**src/rtl/vc_pkg.sv**
```systemverilog
package vc_pkg;
  localparam int unsigned VC_ENTRIES = 8;
  localparam int unsigned VC_LINE_W  = 28;
  localparam int unsigned VC_DATA_W  = 128;

  // index of the lowest set bit, 0 when none is set
  function automatic logic [4:0] lowest_set(input logic [31:0] v);
    logic [4:0] r;
    r = '0;
    for (int i = 31; i >= 0; i--) begin
      if (v[i]) r = 5'(i);
    end
    return r;
  endfunction

  // index of the single set bit of a one-hot vector
  function automatic logic [4:0] onehot_index(input logic [31:0] v);
    logic [4:0] r;
    r = '0;
    for (int i = 0; i < 32; i++) begin
      if (v[i]) r = r | 5'(i);
    end
    return r;
  endfunction

  function automatic logic [5:0] count_set(input logic [31:0] v);
    logic [5:0] c;
    c = '0;
    for (int i = 0; i < 32; i++) c = c + 6'(v[i]);
    return c;
  endfunction
endpackage

```
**src/rtl/vc_tag_match.sv**
```systemverilog
module vc_tag_match #(
  parameter int unsigned N      = vc_pkg::VC_ENTRIES,
  parameter int unsigned LINE_W = vc_pkg::VC_LINE_W
) (
  input  logic                   en,
  input  logic [LINE_W-1:0]      key,
  input  logic [N-1:0]           slot_valid,
  input  logic [N-1:0][LINE_W-1:0] slot_tag,
  output logic [N-1:0]           match
);
  for (genvar g = 0; g < N; g++) begin : g_cmp
    assign match[g] = en && slot_valid[g] && (slot_tag[g] == key);
  end
endmodule

```
**src/rtl/vc_lru_rank.sv**
```systemverilog
module vc_lru_rank #(
  parameter int unsigned N = vc_pkg::VC_ENTRIES,
  localparam int unsigned RW = (N > 1) ? $clog2(N) : 1
) (
  input  logic          clk,
  input  logic          rst_n,
  input  logic          touch_en,
  input  logic [RW-1:0] touch_idx,
  input  logic          drop_en,
  input  logic [RW-1:0] drop_idx,
  output logic [RW-1:0] oldest_idx
);
  localparam logic [RW-1:0] OLDEST = RW'(N - 1);

  // rank 0 is most recent, N-1 is least recent; ranks form a permutation
  logic [N-1:0][RW-1:0] rank_q, rank_drop, rank_next;
  logic [N-1:0]         is_oldest;

  always_comb begin
    rank_drop = rank_q;
    if (drop_en) begin
      for (int j = 0; j < N; j++) begin
        if (rank_q[j] > rank_q[drop_idx]) rank_drop[j] = rank_q[j] - 1'b1;
      end
      rank_drop[drop_idx] = OLDEST;
    end
    rank_next = rank_drop;
    if (touch_en) begin
      for (int j = 0; j < N; j++) begin
        if (rank_drop[j] < rank_drop[touch_idx]) rank_next[j] = rank_drop[j] + 1'b1;
      end
      rank_next[touch_idx] = '0;
    end
  end

  always_ff @(posedge clk) begin
    if (!rst_n) begin
      for (int j = 0; j < N; j++) rank_q[j] <= RW'(j);
    end else begin
      rank_q <= rank_next;
    end
  end

  for (genvar g = 0; g < N; g++) begin : g_old
    assign is_oldest[g] = (rank_q[g] == OLDEST);
  end

  always_comb begin
    oldest_idx = '0;
    for (int j = 0; j < N; j++) begin
      if (is_oldest[j]) oldest_idx = RW'(j);
    end
  end


  one_oldest_chk: assert property (@(posedge clk) disable iff (!rst_n)
    $countones(is_oldest) == 1);
endmodule

```
**src/rtl/vc_store.sv**
```systemverilog
module vc_store #(
  parameter int unsigned N      = vc_pkg::VC_ENTRIES,
  parameter int unsigned LINE_W = vc_pkg::VC_LINE_W,
  parameter int unsigned DATA_W = vc_pkg::VC_DATA_W,
  localparam int unsigned RW = (N > 1) ? $clog2(N) : 1
) (
  input  logic                     clk,
  input  logic                     rst_n,
  input  logic                     wr_en,
  input  logic [RW-1:0]            wr_idx,
  input  logic [LINE_W-1:0]        wr_tag,
  input  logic [DATA_W-1:0]        wr_data,
  input  logic                     clr_en,
  input  logic [RW-1:0]            clr_idx,
  output logic [N-1:0]             slot_valid,
  output logic [N-1:0][LINE_W-1:0] slot_tag,
  output logic [N-1:0][DATA_W-1:0] slot_data
);
  for (genvar g = 0; g < N; g++) begin : g_slot
    logic wr_here, clr_here;
    assign wr_here  = wr_en  && (wr_idx  == RW'(g));
    assign clr_here = clr_en && (clr_idx == RW'(g));

    always_ff @(posedge clk) begin
      if (!rst_n) begin
        slot_valid[g] <= 1'b0;
        slot_tag[g]   <= '0;
        slot_data[g]  <= '0;
      end else if (wr_here) begin
        slot_valid[g] <= 1'b1;
        slot_tag[g]   <= wr_tag;
        slot_data[g]  <= wr_data;
      end else if (clr_here) begin
        slot_valid[g] <= 1'b0;
      end
    end

    // a slot is never cleared and written in one cycle
    no_clr_wr_chk: assert property (@(posedge clk) disable iff (!rst_n)
      !(wr_here && clr_here));
  end
endmodule

```
**src/rtl/victim_cache.sv**
```systemverilog
module victim_cache #(
  parameter int unsigned N      = vc_pkg::VC_ENTRIES,
  parameter int unsigned LINE_W = vc_pkg::VC_LINE_W,
  parameter int unsigned DATA_W = vc_pkg::VC_DATA_W
) (
  input  logic              clk,
  input  logic              rst_n,
  input  logic              lkp_valid,
  input  logic [LINE_W-1:0] lkp_line,
  output logic              lkp_hit,
  output logic [DATA_W-1:0] lkp_data,
  input  logic              ins_valid,
  input  logic [LINE_W-1:0] ins_line,
  input  logic [DATA_W-1:0] ins_data
);
  import vc_pkg::*;
  localparam int unsigned RW    = (N > 1) ? $clog2(N) : 1;
  localparam int unsigned OCC_W = $clog2(N + 1);

  logic [N-1:0]             slot_valid;
  logic [N-1:0][LINE_W-1:0] slot_tag;
  logic [N-1:0][DATA_W-1:0] slot_data;
  logic [N-1:0]             lkp_match, ins_match_raw, ins_dup_vec;
  logic                     ins_dup, has_free, full;
  logic [4:0]               hit_idx5, dup_idx5, free_idx5;
  logic [RW-1:0]            hit_idx, dup_idx, free_idx, oldest_idx, wr_idx;
  logic                     clr_en;
  logic [OCC_W-1:0]         occ;

  vc_tag_match #(.N(N), .LINE_W(LINE_W)) u_lkp_match (
    .en(lkp_valid), .key(lkp_line), .slot_valid(slot_valid),
    .slot_tag(slot_tag), .match(lkp_match));

  vc_tag_match #(.N(N), .LINE_W(LINE_W)) u_ins_match (
    .en(ins_valid), .key(ins_line), .slot_valid(slot_valid),
    .slot_tag(slot_tag), .match(ins_match_raw));

  // a resident copy of the inserted line that is not leaving this cycle
  assign ins_dup_vec = ins_match_raw & ~lkp_match;
  assign ins_dup     = |ins_dup_vec;
  assign lkp_hit     = |lkp_match;
  assign has_free    = ~&slot_valid;
  assign full        = &slot_valid;

  assign hit_idx5  = onehot_index(32'(lkp_match));
  assign dup_idx5  = onehot_index(32'(ins_dup_vec));
  assign free_idx5 = lowest_set(32'(~slot_valid));
  assign hit_idx   = hit_idx5[RW-1:0];
  assign dup_idx   = dup_idx5[RW-1:0];
  assign free_idx  = free_idx5[RW-1:0];
  assign occ       = OCC_W'(count_set(32'(slot_valid)));

  always_comb begin
    if (ins_dup)       wr_idx = dup_idx;
    else if (lkp_hit)  wr_idx = hit_idx;
    else if (has_free) wr_idx = free_idx;
    else               wr_idx = oldest_idx;
  end

  // the hit slot empties unless the inserted line takes it over
  assign clr_en = lkp_hit && (!ins_valid || ins_dup);

  always_comb begin
    lkp_data = '0;
    for (int j = 0; j < N; j++) begin
      if (lkp_match[j]) lkp_data = lkp_data | slot_data[j];
    end
  end

  vc_store #(.N(N), .LINE_W(LINE_W), .DATA_W(DATA_W)) u_store (
    .clk(clk), .rst_n(rst_n),
    .wr_en(ins_valid), .wr_idx(wr_idx), .wr_tag(ins_line), .wr_data(ins_data),
    .clr_en(clr_en), .clr_idx(hit_idx),
    .slot_valid(slot_valid), .slot_tag(slot_tag), .slot_data(slot_data));

  vc_lru_rank #(.N(N)) u_lru (
    .clk(clk), .rst_n(rst_n),
    .touch_en(ins_valid), .touch_idx(wr_idx),
    .drop_en(clr_en), .drop_idx(hit_idx),
    .oldest_idx(oldest_idx));


  single_match_chk: assert property (@(posedge clk) disable iff (!rst_n)
    $onehot0(lkp_match) && $onehot0(ins_match_raw));


  hit_shrinks_chk: assert property (@(posedge clk) disable iff (!rst_n)
    (lkp_hit && !ins_valid) |=> (occ == $past(occ) - 1'b1));


  swap_keeps_occ_chk: assert property (@(posedge clk) disable iff (!rst_n)
    (lkp_hit && ins_valid && !ins_dup) |=> (occ == $past(occ)));


  fill_grows_chk: assert property (@(posedge clk) disable iff (!rst_n)
    (ins_valid && !lkp_hit && !ins_dup && !full) |=> (occ == $past(occ) + 1'b1));


  idle_quiet_chk: assert property (@(posedge clk) disable iff (!rst_n)
    !lkp_valid |-> (!lkp_hit && lkp_data == '0));
endmodule

```
**config.mk**
```make
export PLATFORM = sky130hd
export DESIGN_NAME = victim_cache
export DESIGN_NICKNAME = d
export VERILOG_FILES = /design/src/rtl/vc_pkg.sv /design/src/rtl/vc_tag_match.sv /design/src/rtl/vc_lru_rank.sv /design/src/rtl/vc_store.sv /design/src/rtl/victim_cache.sv
export SDC_FILE = /design/constraint.sdc
export NUM_CORES = 2
export LEC_CHECK = 0
export CAP_MARGIN = 10
export CORE_UTILIZATION = 54
export DETAILED_ROUTE_END_ITERATION = 7
export PLACE_DENSITY = 0.76
export SYNTH_ARGS = -nofsm -noshare
export SYNTH_HDL_FRONTEND = slang
export SYNTH_SLANG_ARGS = --single-unit
export TNS_END_PERCENT = 1
```
**constraint.sdc**
```tcl
create_clock -name clk -period 7.04 [get_ports clk]
set_clock_uncertainty 0.1 [all_clocks]
set_input_delay 0.704 -clock clk [delete_from_list [all_inputs] [get_ports clk]]
set_output_delay 0.704 -clock clk [all_outputs]
set_load 0.02 [all_outputs]
```
# After elaboration in Yosys (flattened, before gate mapping)
# Index checks and enable logic that the tools add are counted.
# op_classes
reduce_logical	66
n_bitwise	13
order_cmp	20
n_eq_ne	37
mux	122
addsub	16
# ops
cell	count
128-bit two-way mux	8
128-bit bitwise OR	7
28-bit equality test	16
3-bit two-way mux	83
1-bit logical AND	51
24-bit two-way mux	2
3-bit equality test, second input constant	15
8-bit NOT with 32-bit output	1
3-bit by 1-bit adder with 3-bit output, second input constant	8
24-bit bitwise AND	1
3-bit > comparator	8
3-bit less-than comparator	8
24-bit NOT	1
24-bit bitwise OR	1
3-bit by 1-bit subtractor with 3-bit output, second input constant	8
1-bit two-way mux	19
3-bit binary-select mux with 3-bit select	2
3-bit demux with 3-bit select	2
2-bit nonzero test	8
8-bit OR reduction	2
3-bit by 2-bit equality test with 1-bit output, second input constant	4
2-bit two-way mux	6
8-bit bitwise AND	1
3-bit by 4-bit less-than comparator with 1-bit output, second input constant	2
7 further kinds	10
# totals
reg_bits	1280
wordCells	306
in_bits	188
out_inout_bits	129

# Longest topological paths before layout
# depth
ltp_word	43
ltp_mapped	28

# Cells and area by module
# Synthesis repeated with hierarchy kept, for this count alone.
# unflattened
cells_unflattened	6157
area_unflattened_um2	59131.7
# by_module_without_submodules
mod	area_per_inst_um2	seq_area_each_um2	cells_per_inst	n_inst
vc_store	44690.4	25144.1	4241	1
vc_tag_match	2741.4	0.0	333	2
victim_cache	5371.4	0.0	797	1
vc_lru_rank	3587.2	480.5	453	1

# Least setup slack after synthesis
# OpenSTA, ideal clock, no wires.
# synth_path
path_type	input to register
from	input lkp_line[20]
to	register u_lru.rank_q[18] (netlist name)
n_path_buf	3
arrival_time_ns	6.410
required_time_ns	6.818
path_stages	25
setup_slack_ns	0.408
path_cell_list	buf_2 xor2_1 or4_1 or4_4 nor2_4 nor4_1 clkbuf_1 and2_1 a211oi_1 a211oi_1 a21oi_1 ha_1 a21boi_0 nor4b_1 a211oi_1 nand2b_1 o22a_1 or3_1 a221oi_1 o32ai_4 buf_6 a211o_1 a31oi_1 nor3_1 a221o_1
# synth_between
elab_chain_len	23
word_cells_on_any_way	85
cone_classes	add/sub (1); order compare (13); eq/ne (8); mux (44); bitwise (5); reduce/logical (14)
# synth_lines
element	line	source
start: declaration	victim_cache.sv:9	input logic [LINE_W-1:0] lkp_line,
28-bit equality test	vc_tag_match.sv:12	assign match[g] = en && slot_valid[g] && (slot_tag[g] == key);
1-bit logical AND	vc_tag_match.sv:12	
1-bit two-way mux	vc_pkg.sv:21	if (v[i]) r = r | 5'(i);
2-bit two-way mux (2 in a row)	vc_pkg.sv:21	
3-bit two-way mux (4 in a row)	vc_pkg.sv:21	
3-bit binary-select mux with 3-bit select	vc_lru_rank.sv:23	if (rank_q[j] > rank_q[drop_idx]) rank_drop[j] = rank_q[j] - 1'b1;
3-bit two-way mux (implied by the code)	vc_lru_rank.sv:23	
3-bit > comparator	vc_lru_rank.sv:23	
[3 not listed]	n/a	
24-bit two-way mux	vc_lru_rank.sv:21	if (drop_en) begin
3-bit binary-select mux with 3-bit select	vc_lru_rank.sv:30	if (rank_drop[j] < rank_drop[touch_idx]) rank_next[j] = rank_drop[j] + 1'b1;
3-bit two-way mux (implied by the code)	vc_lru_rank.sv:30	
3-bit less-than comparator	vc_lru_rank.sv:30	
3-bit two-way mux	vc_lru_rank.sv:30	
3-bit two-way mux	vc_lru_rank.sv:28	if (touch_en) begin
24-bit bitwise AND (no source line)	n/a	
24-bit two-way mux (*)	vc_lru_rank.sv:28	
end signal: assignment	vc_lru_rank.sv:40	rank_q <= rank_next;
end: declaration	vc_lru_rank.sv:16	logic [N-1:0][RW-1:0] rank_q, rank_drop, rank_next;
# Every way passes the cells marked *; elsewhere a longest branch is shown, timed or not. The select of a mux whose other input is x is not followed.
# A chain may end at the register's enable or synchronous reset.

# Worst setup path after layout
# layout_path
from	input lkp_line[25]
to	output lkp_data[122]
# layout_between
elab_chain_len	17
word_cells_on_any_way	31
cone_classes	eq/ne (8); mux (8); bitwise (7); reduce/logical (8)
# layout_lines
element	line	source
28-bit equality test	vc_tag_match.sv:12	
1-bit logical AND	vc_tag_match.sv:12	
128-bit two-way mux	victim_cache.sv:66	if (lkp_match[j]) lkp_data = lkp_data | slot_data[j];
128-bit bitwise OR	victim_cache.sv:66	
128-bit two-way mux	victim_cache.sv:66	
128-bit bitwise OR	victim_cache.sv:66	
128-bit two-way mux	victim_cache.sv:66	
128-bit bitwise OR	victim_cache.sv:66	
128-bit two-way mux	victim_cache.sv:66	
128-bit bitwise OR	victim_cache.sv:66	
128-bit two-way mux	victim_cache.sv:66	
128-bit bitwise OR	victim_cache.sv:66	
128-bit two-way mux	victim_cache.sv:66	
128-bit bitwise OR	victim_cache.sv:66	
128-bit two-way mux	victim_cache.sv:66	
128-bit bitwise OR	victim_cache.sv:66	
128-bit two-way mux (*)	victim_cache.sv:66	
end: declaration	victim_cache.sv:11	output logic [DATA_W-1:0] lkp_data,
# Every way passes the cells marked *; elsewhere a longest branch is shown, timed or not.

==> impl_metrics.yaml <==
finish:
  drive_gt1_share_pct: 8.46
  area_growth_pct: 16.9
  nets: 8076
  layout.cells.non_filler: 9371
placement:
  dp_hpwl_mm: 136
  post-place-ws_ns: -0.273
  placed_cells: 9115
  place_congestion: 1.05
  io_buffers: 316
timing:
  rsz0062_at_grt: "no"
  post-route-period-util_pct: 96.0
  holdWs_ns: 0.353
  tightest_slew_ns: 1.19
  slew_headroom_pct: 20.9
  finalSetupViolCount: 0
  setup_slack_ns: 0.282
  finalMaxSlewViolations: 0
  hold_violations: 0
  fmax_mhz: 148
  min_period_ns: 6.76
drt:
  routedWlPerCell_um: 24.0
  wl_mm: 225
  firstDrtPassIters: 8
  ant_nets: 0
  dr.first_iter.drc_count: 7154
  dr_total_vias: 58000
  drc: 0
  viasPerCell: 6.19
worst_setup_path:
  worst-setup-path-type: "primary input to primary output"
  crit_chain: "clkdlybuf4s50_1, buf_4, buf_4, xnor2_1, or3b_2, nor4_2, buf_4, buf_4, buf_4, a22o_1, a221oi_1, nand3_1, clkdlybuf4s50_1"
  cp_max_fo: 64
  cp_slowest_stage_delay_ns: 0.83
  arrival_ns: 5.95
  path_common_cell: "buf_4"
  critPathTopFamily: "buffers and inverters"
  cp_slowest_cell: "buf_4"
  path_buf_inv: 7
  crit_path_end_kind: "primary output"
  cp.required_ns: 6.24
  cp-start-kind: "primary input"
cts:
  root_buffer: "clkbuf_16"
  cts_buffer_depth: 3
  cts_tree: "built"
  postCtsSetupRepairBufs: 0
  cts_sinks: 1280
  clk_latency_ns: 0.78
  clk_pin_slew_worst_paths_ns: 0.06
  post_cts_resized: 0
  cts_hold_buf: 0
  cts_made_buffers: 136
  h-tree-depth: 4
pwr:
  total_power_uw: 16100
  peakVddDrop_uv: 253
  powerDensity_nw_per_um2: 233
  power.leakage_uw: 0.0234
floorplanning:
  die_area_sq_um: 110000
  floorplan.initialDensity_pct: 54.8
  die_h_um: 332
  die_x_um: 332
  row_count: 120
  ioPinCount: 317
  core_area_sq_um: 108000
global_route:
  antenna_found_initial: 30
  track_usage_pct: 39.2
  overflow: 0
  grt_pass1_vias: 54800
  grt_max_degree: 221
  grt_pass1_wl_mm: 336
logic_synthesis:
  netlist_instances: 7758
  synth_area_sq_um: 59000
  synth_edf_count: 0
  synthesis.nets: 7984
  synth_ff_type: "dfxtp_1"
  synth_top_area_share_pct: 43.5
  seq_area_frac_synth_pct: 43.5
  synth-async-reset-ratio_pct: 0
  synth_cell_type_count: 87
  yosys.area.top_type: "dfxtp_1"
  avgSynthCellArea_sq_um: 7.60
  synth-seq-cells: 1280
  yosys-top-cells-area: "dfxtp_1 43%, nand2_1 16%, a21oi_1 11%"
  synth-warning-count: 0
run:
  drv_cap: 0
hold_path:
  hp-class: "register to register"
status:
  status: "finished clean"
## cells by family after synthesis
group	after synthesis	synth area share (%)
multiplexers	9	0.161
flip-flops	1280	43.5
AND/OR/NAND/NOR	3178	22.2
XOR/XNOR	458	6.80
AO/OA/AOI/OAI	1987	20.4
buffers and inverters	807	6.10
adder cells (fa/ha/maj)	39	0.824
## cells in the mapped netlist (10+ instances only)
cell and n:
nand2_1 2591, clkbuf_1 539, a31oi_1 18, or4_1 14, a21oi_1 1292, and2_1 12, nor3_1 34, a22oi_1 262
nor2_1 74, nand3_1 181, ha_1 38, buf_1 58, buf_4 130, xnor2_1 306, nor4_1 88, o211ai_1 14
inv_1 44, a22o_1 128, nand4_1 104, dfxtp_1 1280, a221oi_1 131, buf_2 29, or3_1 10, o21ai_0 34
xor2_1 152
## stage by stage
| step | setup TNS, ns | instance area, sq um | util [%] |
|---|---|---|---|
| floorplan | 0 | 59000 | - |
| global placement | -1.58 | 64300 | 59.7 |
| detailed placement | -2.41 | 64300 | 59.7 |
| CTS | 0 | 68900 | 64.0 |
| global route | 0 | 68900 | 64.0 |
| finish | 0 | 68900 | 64.0 |
## power by group
| group | leakage, uW | internal, uW | switching [uW] |
|---|---|---|---|
| clock | 0.00224 | 4310 | 3070 |
| combinational | 0.0108 | 445 | 814 |
| sequential | 0.0103 | 7360 | 89.7 |
## area by class of cell
cell class                 count  area [sq um]
antenna                       17          42.5
clock buffer                 199          3970
clock inverter                40           596
fill                        9275         38700
inverter                      45           176
multi-input combinational   5671         29900
sequential                  1280         25600
tap                         1403          1760
timing repair buffer         716          6870
## layout by cell type (no fill, tap or decap), types with 7 or more instances in the layout
cell | netlist | routed
nand2_1 | 2591 | 2584
a21oi_1 | 1292 | 1292
dfxtp_1 | 1280 | 1280
buf_4 | 130 | 343
clkdlybuf4s50_1 | 0 | 315
xnor2_1 | 306 | 306
a22oi_1 | 262 | 262
nand3_1 | 181 | 180
xor2_1 | 152 | 152
clkbuf_16 | 0 | 139
a221oi_1 | 131 | 131
a22o_1 | 128 | 128
nand4_1 | 104 | 104
nor4_1 | 88 | 85
nor2_1 | 74 | 66
buf_12 | 0 | 57
inv_1 | 44 | 44
ha_1 | 38 | 38
o21ai_0 | 34 | 34
clkbuf_1 | 539 | 33
nor3_1 | 34 | 32
clkbuf_8 | 0 | 27
a31oi_1 | 18 | 18
diode_2 | 0 | 17
or4_1 | 14 | 14
o211ai_1 | 14 | 14
clkinv_2 | 0 | 13
and2_1 | 12 | 12
nor2_4 | 3 | 11
or3_1 | 10 | 10
bufinv_16 | 0 | 10
a211oi_1 | 9 | 9
or2_2 | 8 | 8
and3_1 | 9 | 8
o31ai_1 | 8 | 8
o2111ai_1 | 7 | 7
a21boi_0 | 7 | 7
nand2_4 | 0 | 7
a221o_1 | 7 | 7
inv_6 | 0 | 7
## flip-flops by register name, indices dropped and copies added (netlist names)
signal / cells
u_lru.rank_q: 24
u_store.slot_data: 1024
u_store.slot_tag: 224
u_store.slot_valid: 8
## worst paths after layout
check / cells past startpoint / end / slack, ns / startpoint
worst max-delay path: 13 / lkp_data[122] / 0.28 / lkp_line[25]
worst min-delay path: 2 / u_store.slot_data[108]$_SDFFE_PN0P_ / 0.35 / u_store.slot_data[108]$_SDFFE_PN0P_
worst max register to register: 24 / u_lru.rank_q[15]$_SDFF_PN1_ / 0.56 / u_store.slot_tag[102]$_SDFFE_PN0P_
worst min register to register: 2 / u_store.slot_data[108]$_SDFFE_PN0P_ / 0.35 / u_store.slot_data[108]$_SDFFE_PN0P_
## layer usage
metal | up-vias | global-route usage [%] | share of wire, %
met5 | - | 0 | 0.082
met4 | 28 | 21.3 | 5.2
met3 | 658 | 7.60 | 10
met2 | 3245 | 62.0 | 46
met1 | 27600 | 50.4 | 39
li1 | 26500 | - | -
## tightest hold or removal path, delay by kind of cell (launching register included)
family           cells  cell delay, ns
AND/OR/NAND/NOR      1            0.05
flip-flops           1            0.31
AO/OA/AOI/OAI        1            0.05
Power figures use the tool's default switching activity.
